===== src/rtl/cfg3w_pkg.sv =====
package cfg3w_pkg;
    localparam int CAP_W  = 2;
    localparam int DUTY_W = 1;
    localparam int AUX_W  = 2;
    localparam int OD_W   = 3;
    localparam int VCO_W  = 9;
    localparam int REF_W  = 7;
    localparam int WORD_W = CAP_W + DUTY_W + AUX_W + OD_W + VCO_W + REF_W;

    localparam int VCO_MIN = 4;
    localparam int REF_MIN = 1;

    typedef struct packed {
        logic [CAP_W-1:0]  cap;
        logic [DUTY_W-1:0] duty;
        logic [AUX_W-1:0]  aux;
        logic [OD_W-1:0]   odsel;
        logic [VCO_W-1:0]  vco;
        logic [REF_W-1:0]  refd;
    } cfg_t;

    function automatic logic div_legal(input cfg_t c);
        return (int'(c.vco) >= VCO_MIN) && (int'(c.refd) >= REF_MIN);
    endfunction
endpackage


===== src/rtl/cfg3w_sync.sv =====
module cfg3w_sync #(
    parameter int W      = 3,
    parameter int STAGES = 2
) (
    input  logic         clk,
    input  logic         rst_n,
    input  logic [W-1:0] async_i,
    output logic [W-1:0] sync_o
);
    logic [W-1:0] stg_q [STAGES];
    logic [W-1:0] stg_d [STAGES];

    always_comb begin
        stg_d[0] = async_i;
    end

    genvar k;
    generate
        for (k = 1; k < STAGES; k++) begin : g_chain
            always_comb begin
                stg_d[k] = stg_q[k-1];
            end
        end
        for (k = 0; k < STAGES; k++) begin : g_reg
            always_ff @(posedge clk) begin
                if (!rst_n) stg_q[k] <= '0;
                else        stg_q[k] <= stg_d[k];
            end
        end
    endgenerate

    assign sync_o = stg_q[STAGES-1];
endmodule


===== src/rtl/cfg3w_shift.sv =====
module cfg3w_shift
    import cfg3w_pkg::*;
(
    input  logic              clk,
    input  logic              rst_n,
    input  logic              sclk_s,
    input  logic              dat_s,
    input  logic              stb_s,
    output logic              sclk_rise,
    output logic              stb_rise,
    output logic              stb_fall,
    output logic [WORD_W-1:0] word_now,
    output logic [WORD_W-1:0] word_next
);
    typedef struct packed {
        logic              sclk_prev;
        logic              stb_prev;
        logic [WORD_W-1:0] sh;
    } shift_st_t;

    shift_st_t st_d, st_q;

    always_comb begin
        st_d           = st_q;
        sclk_rise      = sclk_s & ~st_q.sclk_prev;
        stb_rise       = stb_s & ~st_q.stb_prev;
        stb_fall       = ~stb_s & st_q.stb_prev;
        st_d.sclk_prev = sclk_s;
        st_d.stb_prev  = stb_s;
        if (sclk_rise) st_d.sh = {st_q.sh[WORD_W-2:0], dat_s};
    end

    always_ff @(posedge clk) begin
        if (!rst_n) st_q <= '0;
        else        st_q <= st_d;
    end

    assign word_now  = st_q.sh;
    assign word_next = st_d.sh;

    assert_shift_hold_R1: assert property (@(posedge clk) disable iff (!rst_n)
        !sclk_rise |=> $stable(word_now))
        else $error("shift register moved without a serial clock edge");
endmodule


===== src/rtl/cfg3w_latch.sv =====
module cfg3w_latch
    import cfg3w_pkg::*;
#(
    parameter bit          DEFAULT_ON = 1'b1,
    parameter logic [WORD_W-1:0] DEF_WORD = '0
) (
    input  logic              clk,
    input  logic              rst_n,
    input  logic              sclk_rise,
    input  logic              stb_rise,
    input  logic              stb_fall,
    input  logic              stb_lvl,
    input  logic [WORD_W-1:0] word_now,
    input  logic [WORD_W-1:0] word_next,
    output cfg_t              cfg_o,
    output logic              err_o,
    output logic              upd_o
);
    typedef struct packed {
        cfg_t cfg;
        logic err;
        logic upd;
    } lat_st_t;

    localparam cfg_t RST_CFG = DEFAULT_ON ? cfg_t'(DEF_WORD) : cfg_t'('0);

    lat_st_t st_d, st_q;
    logic    thru;
    logic    load;
    cfg_t    cand;

    always_comb begin
        thru = stb_lvl & sclk_rise;
        load = thru | stb_rise;
        cand = thru ? cfg_t'(word_next) : cfg_t'(word_now);
        st_d = st_q;
        st_d.upd = load;
        if (load) begin
            st_d.cfg.cap   = cand.cap;
            st_d.cfg.duty  = cand.duty;
            st_d.cfg.aux   = cand.aux;
            st_d.cfg.odsel = cand.odsel;
            if (div_legal(cand)) begin
                st_d.cfg.vco  = cand.vco;
                st_d.cfg.refd = cand.refd;
                st_d.err      = 1'b0;
            end else begin
                st_d.err      = 1'b1;
            end
        end
    end

    always_ff @(posedge clk) begin
        if (!rst_n) st_q <= '{cfg: RST_CFG, err: 1'b0, upd: 1'b0};
        else        st_q <= st_d;
    end

    assign cfg_o = st_q.cfg;
    assign err_o = st_q.err;
    assign upd_o = st_q.upd;

    assert_transparent_load_R3: assert property (@(posedge clk) disable iff (!rst_n)
        (stb_lvl && sclk_rise) |=> upd_o)
        else $error("edge under high strobe gave no load");

    assert_fall_ignored_R9: assert property (@(posedge clk) disable iff (!rst_n)
        (stb_fall && !sclk_rise) |=> !upd_o)
        else $error("falling strobe produced a load");
endmodule


===== src/rtl/cfg3w_rx.sv =====
module cfg3w_rx
    import cfg3w_pkg::*;
#(
    parameter bit             DEFAULT_ON  = 1'b1,
    parameter int             SYNC_STAGES = 2,
    parameter logic [CAP_W-1:0]  DEF_CAP  = '0,
    parameter logic [DUTY_W-1:0] DEF_DUTY = 1'b1,
    parameter logic [AUX_W-1:0]  DEF_AUX  = '0,
    parameter logic [OD_W-1:0]   DEF_OD   = 3'd1,
    parameter logic [VCO_W-1:0]  DEF_VCO  = 9'd12,
    parameter logic [REF_W-1:0]  DEF_REF  = 7'd18
) (
    input  logic             clk,
    input  logic             rst_n,
    input  logic             ser_clk_i,
    input  logic             ser_dat_i,
    input  logic             ser_ld_i,
    output logic [REF_W-1:0] ref_div_o,
    output logic [VCO_W-1:0] vco_div_o,
    output logic [OD_W-1:0]  odsel_o,
    output logic [AUX_W-1:0] aux_fn_o,
    output logic             duty_o,
    output logic [CAP_W-1:0] cap_o,
    output logic             div_err_o,
    output logic             upd_o
);
    localparam logic [WORD_W-1:0] DEF_WORD =
        {DEF_CAP, DEF_DUTY, DEF_AUX, DEF_OD, DEF_VCO, DEF_REF};

    logic [2:0]        sync_v;
    logic              sclk_rise, stb_rise, stb_fall;
    logic [WORD_W-1:0] word_now, word_next;
    cfg_t              cfg;

    cfg3w_sync #(.W(3), .STAGES(SYNC_STAGES)) u_sync (
        .clk     (clk),
        .rst_n   (rst_n),
        .async_i ({ser_ld_i, ser_dat_i, ser_clk_i}),
        .sync_o  (sync_v)
    );

    cfg3w_shift u_shift (
        .clk       (clk),
        .rst_n     (rst_n),
        .sclk_s    (sync_v[0]),
        .dat_s     (sync_v[1]),
        .stb_s     (sync_v[2]),
        .sclk_rise (sclk_rise),
        .stb_rise  (stb_rise),
        .stb_fall  (stb_fall),
        .word_now  (word_now),
        .word_next (word_next)
    );

    cfg3w_latch #(.DEFAULT_ON(DEFAULT_ON), .DEF_WORD(DEF_WORD)) u_latch (
        .clk       (clk),
        .rst_n     (rst_n),
        .sclk_rise (sclk_rise),
        .stb_rise  (stb_rise),
        .stb_fall  (stb_fall),
        .stb_lvl   (sync_v[2]),
        .word_now  (word_now),
        .word_next (word_next),
        .cfg_o     (cfg),
        .err_o     (div_err_o),
        .upd_o     (upd_o)
    );

    assign ref_div_o = cfg.refd;
    assign vco_div_o = cfg.vco;
    assign odsel_o   = cfg.odsel;
    assign aux_fn_o  = cfg.aux;
    assign duty_o    = cfg.duty;
    assign cap_o     = cfg.cap;

    assert_quiet_outputs_R8: assert property (@(posedge clk) disable iff (!rst_n)
        !upd_o |-> $stable({cap_o, duty_o, aux_fn_o, odsel_o, vco_div_o, ref_div_o, div_err_o}))
        else $error("outputs moved without a load pulse");

    generate
        if (DEFAULT_ON) begin : g_legal_chk
            assert_legal_divs_R5: assert property (@(posedge clk) disable iff (!rst_n)
                (int'(vco_div_o) >= VCO_MIN) && (int'(ref_div_o) >= REF_MIN))
                else $error("illegal divider code reached the outputs");
        end
    endgenerate
endmodule


===== config.mk =====
export PLATFORM = sky130hd
export DESIGN_NAME = cfg3w_rx
export DESIGN_NICKNAME = d
export VERILOG_FILES = /design/src/rtl/cfg3w_pkg.sv /design/src/rtl/cfg3w_sync.sv /design/src/rtl/cfg3w_shift.sv /design/src/rtl/cfg3w_latch.sv /design/src/rtl/cfg3w_rx.sv
export SDC_FILE = /design/constraint.sdc
export NUM_CORES = 1
export LEC_CHECK = 0
export BUFFER_PORTS_ARGS = -buffer_cell sky130_fd_sc_hd__buf_2
export CORE_ASPECT_RATIO = 1.4
export CORE_MARGIN = 4
export CORE_UTILIZATION = 50
export CTS_BUF_LIST = sky130_fd_sc_hd__clkbuf_2
export CTS_CLUSTER_SIZE = 28
export DETAILED_ROUTE_END_ITERATION = 16
export PLACE_DENSITY = 0.7
export SLEW_MARGIN = 0
export SYNTH_ARGS = -nofsm -noshare
export SYNTH_HDL_FRONTEND = slang
export SYNTH_HIERARCHICAL = 1
export SYNTH_SLANG_ARGS = --single-unit

===== constraint.sdc =====
create_clock -name clk -period 4.13 [get_ports clk]
set_clock_uncertainty 0.1 [all_clocks]
set_input_delay 0.6195 -clock clk [delete_from_list [all_inputs] [get_ports clk]]
set_output_delay 0.6195 -clock clk [all_outputs]
set_load 0.02 [all_outputs]

# Yosys cells after proc, flatten, opt, wreduce, memory -nomap -nowiden
# Memories as Yosys holds them, arrays and structs flattened.
# Index checks and enable logic that the tools add are counted.
[op_classes]
magnitude_cmp = 2
bitwise = 8
reduce_logical = 2
mux = 7
[ops]
columns = ["op", "count"]
rows = [
  ["$mux 24", 2],
  ["$ge 9x3->1 const B", 1],
  ["$ge 7x1->1 const B", 1],
  ["$mux 3", 2],
  ["$and 1x1->1", 3],
  ["$mux 1", 3],
  ["$or 1x1->1", 3],
  ["$not 1->1", 2],
  ["$reduce_and 2->1", 1],
  ["$logic_and 1x1->1", 1],
]
[word_totals]
out_inout_bits = 26
n_memories = 1
mem_bits_rw = 6
word_cells = 31
ff_bits = 52
in_bits = 5
[memory_table]
columns = ["name", "depth", "width", "rd", "rd_ports_with_merged_regs", "write_ports", "line_no", "source"]
rows = [
  ["u_sync.stg_q", 2, 3, 2, 0, 2, "cfg3w_sync.sv:10", "logic [W-1:0] stg_q [STAGES];"],
]

# Longest topological paths before layout
# Gate-level depths: netlist (run 1).
[depth]
ltp_word = 7
ltp_mapped = 10
mapped_depth_nobuf = 7

# By module
# Netlist (run 1), hierarchy kept.
[by_module_without_submodules]
columns = ["module", "area_each_um2", "instances", "seq_area_each_um2", "cells_per_inst"]
rows = [
  ["cfg3w_shift", 1422.6, 1, 520.5, 137],
  ["cfg3w_latch", 1305.0, 1, 520.5, 140],
  ["cfg3w_sync", 157.7, 1, 120.1, 12],
]

# Least setup slack after synthesis (run 1)
# No wires, ideal clock.
[synth_timing]
path_type = "flip-flop to flip-flop"
from = "mem u_sync.stg_q[1][0]"
to = "reg u_latch.st_q, in the netlist u_latch/cfg_o[10]"
path_buffers = 2
path_slack_ns = 1.896
setup_time_ns = 0.121
period_less_slack_ns = 2.234
t_arrival_ns = 2.014
path_stages_with_launch = 10
required_ns = 3.909
cell_sequence = "dfxtp_1 -> nor2b_4 -> buf_6 -> buf_6 -> mux2_2 -> nor4_1 -> and4b_1 -> nor3_4 -> nand2_2 -> mux2_2"
[synth_lines]
columns = ["item", "line_no", "source"]
rows = [
  ["start, declared", "cfg3w_sync.sv:10", ""],
  ["end signal, assigned", "cfg3w_latch.sv:54", "if (!rst_n) st_q <= '{cfg: RST_CFG, err: 1'b0, upd: 1'b0};"],
  ["end signal, assigned", "cfg3w_latch.sv:55", "else st_q <= st_d;"],
  ["end, declared", "cfg3w_latch.sv:27", "lat_st_t st_d, st_q;"],
]

==> results of run 1 <==
[per-layer routing]
| layer | vias up | global-route usage |
|---|---|---|
| li1 | 1001 | - |
| met1 | 941 | 0.193 |
| met2 | 37 | 0.248 |
| met3 | 9 | 0.0536 |
| met4 | 0 | 0.0868 |
| met5 | - | 0 |
[through the flow]
stage	instances	power [mW]	setup slack, ns	hold WS (ns)	utilization
after floorplan	288	0.622	1.90	0.306	-
after global placement	348	0.631	1.23	0.311	0.511
after detailed placement	348	0.632	1.17	0.316	0.511
after CTS	364	0.915	1.14	0.182	0.526
after global routing	364	0.945	0.910	0.181	0.526
final	364	0.896	1.16	0.244	0.526
[sequential cells by signal (all words and copies together), names as in the netlist]
name / count
u_sync/stg_q: 6
u_latch/err_o: 1
u_shift/st_q: 2
u_latch/cfg_o: 24
u_shift/word_now: 24
u_latch/upd_o: 1
[path summary, 6_finish.rpt]
| kind | slack, ns | from | cells after the start | to |
|---|---|---|---|---|
| hold / removal | 0.24 | ser_clk_i | 2 | u_sync/stg_q[0][0] |
| hold reg to reg | 0.35 | u_sync/stg_q[0][1] | 1 | u_sync/stg_q[1][1] |
| setup / recovery | 1.16 | u_sync/stg_q[1][0] | 6 | u_latch/cfg_o[10] |
| setup reg to reg | 1.16 | u_sync/stg_q[1][0] | 6 | u_latch/cfg_o[10] |
[layout make-up]
cell class                 count  area, sq um
clock buffer                  12         60.1
tap                           68         85.1
sequential                    58         1160
clock inverter                 4         18.8
fill                         514         2640
timing repair buffer          36          195
inverter                       1         3.75
multi-input combinational    185         1400
[critical path, delay by kind of cell (launching register included)]
kind             cells  cell delay [ns]
AND/OR/NAND/NOR      3             1.20
multiplexers         2             0.78
AO/OA/AOI/OAI        1             0.44
flip-flops           1             0.35
[where the power goes]
group / total [mW] / switching [mW] / internal [mW]
Clock: 0.276 / 0.194 / 0.0822
Sequential: 0.568 / 0.00251 / 0.566
Combinational: 0.0512 / 0.0316 / 0.0196
Total: 0.896 / 0.228 / 0.668
==> flow_summary_export.csv, run 1 <==
group,metric,value,unit
layout,area_growth,1.61,%
setup_path,cp_slowest_cell,"nor2b_4",
timing,final_hold_viol_count,0,
setup_path,cp-end-kind,"register",
clock_tree,cts_tree,"yes",
timing,max_slew_margin,0.320,
placement,port-buffer-count,30,
timing,tns,0,ns
floorplan,initial_utilization,0.517,
setup_path,crit_top_cell,"mux2_2",
clock_tree,htree_levels,3,
placement,hpwl,3540,um
logic_synthesis,synth_area,0.00288,sq mm
clock_tree,clock-root-buffer,"clkbuf_2",
global_routing,grt_pass1_vias,1910,
routing,wl,5210,um
timing,rsz0062_at_grt,"false",
status,status,"completed",
routing,topRoutingLayerUsed,"met4",
setup_path,worstSetupPathType,"register to register",
global_routing,overflow,0,
power_and_ir_drop,ir_drop,156,uV
layout,final_area,0.00293,sq mm
routing,wl_met1,2440,um
layout,layout_commonest_cell,"dfxtp_1",
setup_path,cp_max_fo,24,
logic_synthesis,syn-num-nets,293,
power_and_ir_drop,power.density,306,mW/mm^2
routing,route.detailed.drc,0,
placement,globalplace.congestion,0.741,
timing,tightest_slew,1.02,ns
setup_path,critPathLaunchType,"register",
timing,period_share,0.719,
clock_tree,cts.path.max_buffers,2,
floorplan,io-pin-count,31,
layout,antenna_cells,0,
routing,met3RoutedLength,224,um
global_routing,antenna_found_initial,0,
clock_tree,cts_sinks,58,
min_path,hp-class,"input port to register",
routing,antenna_left,0,
clock_tree,path_clk_slew,0.15,ns
timing,post-route-min-period,2.97,ns
routing,route.met2.wl,2430,um
global_routing,grt_pass1_wl,8830,um
timing,final_max_slew_viol_count,0,
clock_tree,worstSkewPairLatency,0.47,ns
floorplan,die_y,97.8,um
routing,num_vias,1988,
clock_tree,ctsResizeCount,0,
setup_path,arrival,3.24,ns
clock_tree,postCtsSetupBuffers,0,
layout,final_cell_mix,"dfxtp_1, mux2i_1, nand2_1",
setup_path,max_stage_delay,0.54,ns
layout,drive_above_1_share,0.287,
setup_path,cp_cell_sequence,"nor2b_4 -> mux2_2 -> nor4_1 -> a31oi_2 -> nand2_2 -> mux2_2",
logic_synthesis,syn_inst,288,
routing,drt_iter0_markers,98,
routing,drtPass1Iterations,4,
timing,fmaxAchievable,0.337,GHz
layout,nNetsFinal,296,
floorplan,fp.coreArea,0.00557,sq mm
floorplan,num_rows,32,
global_routing,grt.total_usage,0.160,
placement,place_area,0.00285,sq mm
setup_path,worst-endpoint-required,4.40,ns
floorplan,die_x,72.1,um
power_and_ir_drop,cellLeakagePower,1.21,nW
routing,wire_per_inst,14.3,um
global_routing,grt_max_degree,46,
job,drv_cap,0,
timing,setup_viol_count_final,0,
floorplan,dieArea,0.00705,sq mm
logic_synthesis,avgSynthCellArea,10.0,sq um
clock_tree,cts-hold-fix-buffers,0,
clock_tree,cts_made_buffers,9,
routing,vias_per_cell,5.46,
logic_synthesis,ys_warn_count,6,
Note: power is estimated with default switching activity, not from simulation.
==> run 2: changes to the inputs <==
==> constraint.sdc (replaced) <==
create_clock -name clk -period 2.9 [get_ports clk]
set_clock_uncertainty 0.1 [all_clocks]
set_input_delay 0.435 -clock clk [delete_from_list [all_inputs] [get_ports clk]]
set_output_delay 0.435 -clock clk [all_outputs]
set_load 0.02 [all_outputs]
==> flow_summary_export.csv, run 2 (synthesis gave the netlist of run 1 again) <==
group,metric,value,unit
power_and_ir_drop,power.density,456,mW/mm^2
setup_path,cp-end-kind,"register",
timing,tns,0,ns
global_routing,antenna_found_initial,0,
clock_tree,htree_levels,3,
min_path,hp-class,"input port to register",
setup_path,reg2reg_from,"u_sync/stg_q[1][0]",
layout,fillCellCount,512,
setup_path,cp_max_fo,24,
timing,tightest_slew,0.861,ns
setup_path,max_stage_delay,0.73,ns
timing,final_hold_viol_count,0,
routing,vias_per_cell,5.50,
timing,rsz0062_at_grt,"false",
timing,setup_viol_count_final,0,
floorplan,dieArea,0.00705,sq mm
layout,nNetsFinal,298,
min_path,holdPathEnd,"u_sync/stg_q[0][1]",
job,drv_cap,0,
global_routing,grt_pass1_vias,1887,
setup_path,worst-endpoint-required,3.17,ns
clock_tree,cts_tree,"yes",
setup_path,cp_slowest_cell,"nor3_4",
power_and_ir_drop,ir_drop,201,uV
routing,num_vias,2014,
floorplan,num_rows,32,
timing,fmaxAchievable,0.374,GHz
routing,wire_per_inst,14.1,um
setup_path,arrival,2.94,ns
routing,route.detailed.drc,0,
layout,area_growth,2.87,%
floorplan,initial_utilization,0.517,
placement,globalplace.congestion,0.757,
power_and_ir_drop,cellLeakagePower,1.22,nW
setup_path,path_buf_inv,0,
routing,drtPass1Iterations,4,
timing,final_max_slew_viol_count,0,
layout,layout_commonest_cell,"dfxtp_1",
setup_path,r2r_setup_slack,0.23,ns
clock_tree,worstSkewPairLatency,0.46,ns
clock_tree,clock-root-buffer,"clkbuf_2",
layout,seqCellArea,0.00116,sq mm
layout,antenna_cells,0,
routing,wl,5160,um
clock_tree,path_clk_slew,0.15,ns
clock_tree,cts_sinks,58,
layout,final_cell_mix,"dfxtp_1, mux2i_1, nand2_1",
floorplan,fp.coreArea,0.00557,sq mm
status,status,"completed",
clock_tree,cts_made_buffers,9,
setup_path,critPathLaunchType,"register",
setup_path,cpLargestDelayFamily,"simple AND/OR/NAND/NOR gates",
layout,drive_above_1_share,0.282,
routing,drt_iter0_markers,66,
setup_path,cp_cell_sequence,"nor2b_4 -> mux2_2 -> nor4_1 -> and4b_1 -> nor3_4 -> nand2_2 -> mux2_2",
placement,port-buffer-count,30,
power_and_ir_drop,p_total,1.35,mW
global_routing,grt.total_usage,0.153,
floorplan,io-pin-count,31,
timing,period_share,0.922,
setup_path,crit_top_cell,"mux2_2",
layout,multiInputGateArea,0.00140,sq mm
clock_tree,postCtsSetupBuffers,0,
floorplan,die_x,72.1,um
global_routing,overflow,0,
routing,antenna_left,0,
timing,post-route-min-period,2.67,ns
clock_tree,cts-hold-fix-buffers,0,
floorplan,die_y,97.8,um
timing,max_slew_margin,0.424,
placement,hpwl,3500,um
setup_path,worstSetupPathType,"register to register",
min_path,min_from,"ser_dat_i",
min_path,holdPathStages,2,
global_routing,grt_max_degree,46,
global_routing,grt_pass1_wl,8510,um
setup_path,ff2ff_path_depth,7,
clock_tree,cts.path.max_buffers,2,
timing,fin_hold_ws,0.0695,ns
clock_tree,ctsResizeCount,0,
setup_path,r2r_end,"u_latch/cfg_o[4]",
==> run 2: changes by cell type in the layout (fill, tap and decap cells not counted), sizes merged <==
cell,change
buf,+2
bufinv,+1
clkbuf,-1
==> run 2: report_power, final <==
group / leakage [nW] / switching [mW] / internal, mW
clock network: 0.0661 / 0.272 / 0.196
registers: 0.469 / 0.00369 / 0.806
logic: 0.685 / 0.0445 / 0.0283
==> run 2: layout make-up <==
class,count,share of cell area
repair buffers,38,0.0710
flip-flops and latches,58,0.392
clock buffers,11,0.0186
well taps,68,0.0287
inverters,1,0.00127
multi-input cells,185,0.473
clock inverters,5,0.0152
==> run 2: how the worst max path moves through the flow <==
stage	from	end	cells past startpoint
after floorplan	u_sync/stg_q[1][0]	u_latch/cfg_o[10]	9
after global placement	u_sync/stg_q[1][0]	u_latch/cfg_o[10]	7
after detailed placement	u_sync/stg_q[1][0]	u_latch/cfg_o[10]	7
after CTS	u_sync/stg_q[1][0]	u_latch/cfg_o[10]	7
after global routing	u_sync/stg_q[1][0]	u_latch/cfg_o[1]	7
final	u_sync/stg_q[1][0]	u_latch/cfg_o[4]	7
==> run 2: worst reg2reg max path: stages (launching register included) <==
cell and delay, ns:
dfxtp_1 0.35, nor2b_4 0.31, mux2_2 0.23, nor4_1 0.05, and4b_1 0.23, nor3_4 0.73, nand2_2 0.24, mux2_2 0.33
==> run 2: metrics by stage <==
| step | utilization | setup slack (ns) | instance area (sq um) | instances |
|---|---|---|---|---|
| final | 0.532 | 0.226 | 2960 | 366 |
| after global routing | 0.532 | 0.0507 | 2960 | 366 |
| after CTS | 0.532 | 0.261 | 2960 | 366 |
| after detailed placement | 0.514 | 0.273 | 2860 | 350 |
| after global placement | 0.514 | 0.316 | 2860 | 350 |
| after floorplan | - | 0.666 | 2880 | 288 |
==> run 2: layer usage <==
metal,global-route usage,vias up,wire length [um]
met1,0.180,935,2350
met2,0.246,54,2420
met3,0.0350,12,247
li1,-,1013,-
met5,0,-,0
met4,0.0984,0,148
